[config.mk]
export PLATFORM = sky130hd
export DESIGN_NAME = fxp_requant
export DESIGN_NICKNAME = d
export VERILOG_FILES = /design/src/rtl/fxp_requant_pkg.sv /design/src/rtl/fxp_lsb_round.sv /design/src/rtl/fxp_msb_reduce.sv /design/src/rtl/fxp_requant.sv
export SDC_FILE = /design/constraint.sdc
export NUM_CORES = 1
export LEC_CHECK = 0
export BUFFER_PORTS_ARGS = -buffer_cell sky130_fd_sc_hd__buf_2
export CAP_MARGIN = 20
export CORE_MARGIN = 2
export CORE_UTILIZATION = 43
export CTS_CLUSTER_SIZE = 8
export DETAILED_ROUTE_END_ITERATION = 8
export GPL_TIMING_DRIVEN = 0
export MAX_ROUTING_LAYER = met4
export PLACE_DENSITY = 0.74
export SLEW_MARGIN = 40
export SYNTH_ARGS = -nofsm -noshare
export SYNTH_HDL_FRONTEND = slang
export SYNTH_SLANG_ARGS = --single-unit
[constraint.sdc]
create_clock -name clk -period 1.8 [get_ports clk]
set_input_delay 0.09 -clock clk [delete_from_list [all_inputs] [get_ports clk]]
set_output_delay 0.09 -clock clk [all_outputs]
set_load 0.01 [all_outputs]
[src/rtl/fxp_requant_pkg.sv]
package fxp_requant_pkg;

   typedef enum logic [1:0] {
      RND_FLOOR,
      RND_HALF_AWAY,
      RND_HALF_EVEN
   } rnd_mode_e;

   typedef enum logic {
      MSB_WRAP,
      MSB_CLIP
   } msb_mode_e;

endpackage

[src/rtl/fxp_lsb_round.sv]
module fxp_lsb_round
   import fxp_requant_pkg::*;
#(
   parameter int        IN_W  = 16,
   parameter int        DROP  = 4,
   parameter rnd_mode_e MODE  = RND_HALF_EVEN,
   localparam int       Q_W   = IN_W - DROP,
   localparam int       MID_W = Q_W + 1
) (
   input  logic [IN_W-1:0]  din,
   output logic [MID_W-1:0] dout
);

   generate
      if (DROP == 0) begin : g_pass
         assign dout = {din[IN_W-1], din};
      end else begin : g_round
         logic [Q_W-1:0] quo;
         logic           half;
         logic           rest;
         logic           up;

         assign quo  = din[IN_W-1:DROP];
         assign half = din[DROP-1];

         if (DROP > 1) begin : g_rest
            assign rest = |din[DROP-2:0];
         end else begin : g_norest
            assign rest = 1'b0;
         end

         case (MODE)
            RND_HALF_AWAY: begin : g_away
               // exact half of a negative value keeps the floor (away from zero)
               assign up = half & (rest | ~din[IN_W-1]);
            end
            RND_HALF_EVEN: begin : g_even
               // exact half moves up only from an odd floor
               assign up = half & (rest | quo[0]);
            end
            default: begin : g_floor
               assign up = 1'b0 & half & rest;
            end
         endcase

         assign dout = {quo[Q_W-1], quo} + {{(MID_W-1){1'b0}}, up};
      end
   endgenerate

endmodule

[src/rtl/fxp_msb_reduce.sv]
module fxp_msb_reduce
   import fxp_requant_pkg::*;
#(
   parameter int        MID_W = 13,
   parameter int        OUT_W = 8,
   parameter msb_mode_e MODE  = MSB_CLIP,
   localparam int       TOP_W = MID_W - OUT_W + 1
) (
   input  logic [MID_W-1:0] din,
   output logic [OUT_W-1:0] dout,
   output logic             ovf
);

   logic [TOP_W-1:0] top;
   logic             fits;

   assign top  = din[MID_W-1:OUT_W-1];
   assign fits = (top == '0) | (top == '1);
   assign ovf  = ~fits;

   generate
      if (MODE == MSB_CLIP) begin : g_clip
         logic [OUT_W-1:0] lim;
         assign lim  = din[MID_W-1] ? {1'b1, {(OUT_W-1){1'b0}}}
                                    : {1'b0, {(OUT_W-1){1'b1}}};
         assign dout = fits ? din[OUT_W-1:0] : lim;
      end else begin : g_wrap
         assign dout = din[OUT_W-1:0];
      end
   endgenerate

endmodule

[src/rtl/fxp_requant.sv]
module fxp_requant
   import fxp_requant_pkg::*;
#(
   parameter int        IN_W     = 16,
   parameter int        OUT_W    = 8,
   parameter int        DROP_LSB = 4,
   parameter rnd_mode_e RND_MODE = RND_HALF_EVEN,
   parameter msb_mode_e MSB_MODE = MSB_CLIP
) (
   input  logic             clk,
   input  logic             rst_n,
   input  logic             in_vld,
   input  logic [IN_W-1:0]  in_data,
   output logic             out_vld,
   output logic [OUT_W-1:0] out_data,
   output logic             out_ovf
);

   localparam int MID_W = IN_W - DROP_LSB + 1;

   generate
      if (DROP_LSB < 0 || DROP_LSB >= IN_W) begin : g_bad_drop
         $error("fxp_requant: DROP_LSB must lie in 0..IN_W-1");
      end
      if (OUT_W < 2 || OUT_W > IN_W - DROP_LSB) begin : g_bad_out
         $error("fxp_requant: OUT_W must lie in 2..IN_W-DROP_LSB");
      end
   endgenerate

   logic [MID_W-1:0] rnd_val;
   logic [OUT_W-1:0] red_val;
   logic             red_ovf;

   fxp_lsb_round #(
      .IN_W (IN_W),
      .DROP (DROP_LSB),
      .MODE (RND_MODE)
   ) u_lsb (
      .din  (in_data),
      .dout (rnd_val)
   );

   fxp_msb_reduce #(
      .MID_W (MID_W),
      .OUT_W (OUT_W),
      .MODE  (MSB_MODE)
   ) u_msb (
      .din  (rnd_val),
      .dout (red_val),
      .ovf  (red_ovf)
   );

   always_ff @(posedge clk) begin
      if (!rst_n) begin
         out_vld  <= 1'b0;
         out_ovf  <= 1'b0;
         out_data <= '0;
      end else begin
         out_vld <= in_vld;
         out_ovf <= in_vld & red_ovf;
         if (in_vld) begin
            out_data <= red_val;
         end
      end
   end

endmodule

Yosys cells after proc, flatten, opt, wreduce, memory -nomap -nowiden --
Cells that the tools add are included.
Storage, ports and cells: register bits 10, bits of input ports 19, output and inout bits 10, word-level logic and storage cells 14
Cells by class: $add $sub $neg 1, equality and inequality tests 1, mux-type cells 2, bitwise logic cells 5, reduce and logical (&&, ||, !) cells 2
Operators with widths (number):
- $mux 8 | 2
- $add 12x2->13 | 1
- $eq 6x6->1 const B | 1
- $logic_not 6->1 | 1
- $reduce_or 3->1 | 1
- $and 1x1->1 | 2
- $or 1x1->1 | 2
- $not 1->1 | 1

Longest topological paths before layout --
word-level depth 8, mapped depth 8, depth with buffers taken out 7

Cells and area by module --
Synthesis repeated with hierarchy kept, for this count alone.
Second synthesis, totals: cell total of the unflattened synthesis 79, area total of the unflattened synthesis 720.7 um2
Modules (own cells, without submodules):
- fxp_requant | times used 1, cells each 29, area each 356.6 um2, seq. area each 200.2 um2
- fxp_lsb_round | times used 1, cells each 33, area each 256.5 um2, seq. area each 0.0 um2
- fxp_msb_reduce | times used 1, cells each 17, area each 107.6 um2, seq. area each 0.0 um2

Least setup slack after synthesis --
OpenSTA, ideal clock, no wires.
path kind input -> register, start input port in_data[4], end register out_data[0], library setup time 0.136 ns, data arrival time 1.516 ns, data required time 1.664 ns, setup slack 0.148 ns, stages on the path 8, path buffers 1, cells stage by stage and2_1 > ha_1 > and2_1 > clkbuf_4 > o21ai_0 > a32oi_2 > o22ai_4 > a211oi_2
On the way: word-level cells in the longest chain between the ends 6, elaborated cells on any way between the ends 8, those cells by class add/sub: 1; eq/ne: 1; mux: 2; bitwise: 3; reduce/logical: 1
RTL lines:
- start: declaration | line fxp_requant.sv:13 | input logic [IN_W-1:0] in_data,
- $or 1x1->1 | line fxp_lsb_round.sv:39 | assign up = half & (rest | quo[0]);
- $and 1x1->1 | line fxp_lsb_round.sv:39
- $add 12x2->13 (*) | line fxp_lsb_round.sv:46 | assign dout = {quo[Q_W-1], quo} + {{(MID_W-1){1'b0}}, up};
- $eq 6x6->1 / $logic_not 6->1 (equally long branches) | line fxp_msb_reduce.sv:18 | assign fits = (top == '0) | (top == '1);
- $or 1x1->1 | line fxp_msb_reduce.sv:18
- $mux 8 (*) | line fxp_msb_reduce.sv:26 | assign dout = fits ? din[OUT_W-1:0] : lim;
- end signal: assignment | line fxp_requant.sv:62 | out_data <= red_val;
- end: declaration | line fxp_requant.sv:15 | output logic [OUT_W-1:0] out_data,
Every way passes the cells marked *; elsewhere a longest branch is shown, timed or not. A chain may end at the register's enable or synchronous reset.

Final worst setup path --
start input port in_data[4], end register out_data[4]
The elaborated chain is that of the path after synthesis.

==> flow_metrics.env <==
export IMPL_status="completed"
export IMPL_layout_common_cells="28 x buf_2, 10 x dfxtp_1, 8 x o21ai_0, 7 x a211oi_2"
export IMPL_p_leak_nw=0.399
export IMPL_syn_area_um2=787
export IMPL_drtAntennaViolNets=0
export IMPL_seq_power_share=0.458
export IMPL_hold_viol=0
export IMPL_min_delay_path_depth=3
export IMPL_critical_path_max_stage_delay_ns=0.36
export IMPL_setup_ws_ns=0.138
export IMPL_ys_warn_count=0
export IMPL_syn2layout_area_growth_pct=24.6
export IMPL_intPower_w=0.000381
export IMPL_stdcell_area_um2=981
export IMPL_place_gp_congestion=0.827
export IMPL_gr_usage_all_layers=0.170
export IMPL_grt_use_met1=0.232
export IMPL_vias=744
export IMPL_grt_pass1_wl_um=2610
export IMPL_critical_path_endpoint_type="register"
export IMPL_grt_overflow=0
export IMPL_core_area_um2=1730
export IMPL_pre_cts_slack_ns=-0.171
export IMPL_hpwl_um=1340
export IMPL_viasPerCell=5.39
export IMPL_antenna_found_initial=0
export IMPL_p_comb_frac=0.277
export IMPL_hold_path_end="out_vld"
export IMPL_place_area_um2=958
export IMPL_drc_errors=0
export IMPL_postCtsSetupBuffers=0
export IMPL_post_route_period_util=0.924
export IMPL_synth_edf_count=0
export IMPL_grt_busiest_layer="met2"
export IMPL_num_nets_final=135
export IMPL_cts_tree="yes"
export IMPL_grt_start_max_net_pins=11
export IMPL_slew_headroom=0.755
export IMPL_synth_compound_area_frac=0.374
export IMPL_cts_made_buffers=3
export IMPL_layout_min_cycle_time_ns=1.66
export IMPL_drt_wirelength_per_cell_um=12.1
export IMPL_total_power_w=0.000530
export IMPL_crit_path_cell_trace="buf_2, and2_1, ha_1, and2_1, clkbuf_4, o2111ai_1, o221ai_2, o22ai_4, a211oi_2"
export IMPL_vdd_drop_max_v=0.000429
export IMPL_r2r_start="out_data[4]"
export IMPL_startpoint="in_data[4]"
export IMPL_die_x_um=46.8
export IMPL_drt_pass1_iterations=3
export IMPL_hold_path_startpoint="rst_n"
export IMPL_synth_xor_area_share=0.0556
export IMPL_timing_rr_end="out_data[4]"
export IMPL_worstSetupStartpointType="input pin"
export IMPL_reg2regPathDepth=2
export IMPL_final_common_cell="buf_2"
export IMPL_drive_gt1_frac=0.478
export IMPL_worstSkewPairLatency_ns=0.25
export IMPL_fmax_mhz=602
export IMPL_cts_sink_count=10
export IMPL_synthAdderAreaFrac=0.0159
export IMPL_holdWs_ns=0.161
export IMPL_min_path_type="input pin to register"
export IMPL_cts_resized=0
export IMPL_synth_nets=102
export IMPL_cp_arrival_ns=1.78
export IMPL_yosysUniqueCellTypes=42
export IMPL_ios=29
export IMPL_power_density_nw_per_um2=541
export IMPL_r2r_setup_slack_ns=1.08
export IMPL_drt_total_wl_um=1670
export IMPL_num_antenna_cells=0
export IMPL_cp_data_required_time_ns=1.92
export IMPL_die_h_um=46.8
export IMPL_drv_cap=0
export IMPL_maxSlewViolCount=0
export IMPL_rsz0062_at_grt="false"
export IMPL_synth_ff_type="dfxtp_1"
export IMPL_path_common_cell="and2_1"
export IMPL_clkTransAtPathRegs_ns=0.06
export IMPL_clockBufferDepth=2
export IMPL_syn_area_per_cell_um2=9.60
export IMPL_p_sw_frac=0.281
export IMPL_initial_core_util=0.456
export IMPL_grt_pass1_vias=620
export IMPL_grtUsageMet3=0.0231
export IMPL_worst_pin_slew_ns=0.367
export IMPL_cts_root_buf="clkbuf_4"
export IMPL_synth_simple_area_share=0.235
export IMPL_cts_hold_buf=0
export IMPL_p_switching_w=0.000149
export IMPL_gr_usage_met2=0.263
export IMPL_worstPathMaxFanout=8
export IMPL_synthArstFlopShare=0
export IMPL_muxShareOfSynthArea=0.0127
export IMPL_skew_ns=0
export IMPL_worstSetupPathType="input pin to register"
export IMPL_slowest_stage="o22ai_4"
export IMPL_clkPwrFrac=0.265
export IMPL_dieArea_um2=2190
export IMPL_synth_cells=82
export IMPL_synth_top_family_by_area="compound AO/OA/AOI/OAI gates"
export IMPL_place_port_buffers=28
export IMPL_drtIter0Drc=11
export IMPL_std_cell_rows=15
export IMPL_ys_ff_latch=10
export IMPL_setup_viol=0
export IMPL_seq_area_frac_synth=0.254
export IMPL_htreeDepth=1
## flip-flops by register name, indices dropped and copies added, names as in the netlist
| signal | count |
|---|---|
| out_ovf | 1 |
| out_vld | 1 |
| out_data | 8 |
## stage by stage
| stage | setup TNS (ns) | std cells | utilization |
|---|---|---|---|
| 3_5_place_dp | -1.22 | 135 | 0.555 |
| 3_3_place_gp | -0.825 | 135 | 0.555 |
| 2_1_floorplan | 0 | 82 | - |
| 6_report | 0 | 138 | 0.568 |
| 5_1_grt | 0 | 138 | 0.568 |
| 4_1_cts | 0 | 138 | 0.568 |
## cell families after synthesis
| logic type | count (synthesis) |
|---|---|
| compound gates | 31 |
| xor+xnor | 5 |
| fa+ha+maj | 1 |
| buf+inv | 6 |
| flops | 10 |
| mux | 1 |
| simple gates | 28 |
## worst max-delay path by stage
stage / end / slack (ns) / cells after the start
after CTS: out_data[4] / 0.11 / 9
after global placement: out_data[4] / -0.11 / 9
after global routing: out_data[5] / 0.001 / 9
after floorplan: out_data[0] / 0.15 / 8
after detailed placement: out_data[4] / -0.17 / 9
final: out_data[4] / 0.14 / 9
## power by group through the flow
stage	Clock (W)	Combinational [W]	Sequential (W)
final	0.000141	0.000147	0.000243
after global routing	0.000157	0.000162	0.000244
after CTS	0.000143	0.000148	0.000243
after detailed placement	0	0.000147	0.000247
after global placement	0	0.000144	0.000247
after floorplan	0	0.0000757	0.000255
## layout make-up
type                    count  area [um^2]
inverters                   2         7.51
repair buffers             28          140
flip-flops and latches     10          200
well taps                  25         31.3
fillers                   163          746
plain buffers               4         33.8
clock buffers               3         22.5
multi-input cells          66          546
## per-layer routing
metal  wire length (um)  vias to the layer above
met1                781                      342
met5                  0                        -
li1                   -                      385
met2                813                       15
met4                  6                        0
met3                 68                        2
## worst max-delay path: cells and delay by family
family          cells  cell delay (ns)
compound gates      4             0.86
fa+ha+maj           1             0.23
buf+inv             2             0.27
simple gates        2             0.32
## cells in the mapped netlist (2+ instances only)
library cell  instances  area [um^2]
a211oi_2              7         87.6
and2_1                2         12.5
and2_2                4         30.0
and4_1                2         17.5
buf_4                 2         15.0
dfxtp_1              10          200
inv_1                 2         7.51
nand2_1               3         11.3
nand2b_1              2         12.5
nand3_1               2         10.0
nand4_1               4         25.0
nor2_1                2         7.51
o21ai_0               8         40.0
xnor2_1               2         17.5
xor2_1                3         26.3
Power figures use the tool's default switching activity.
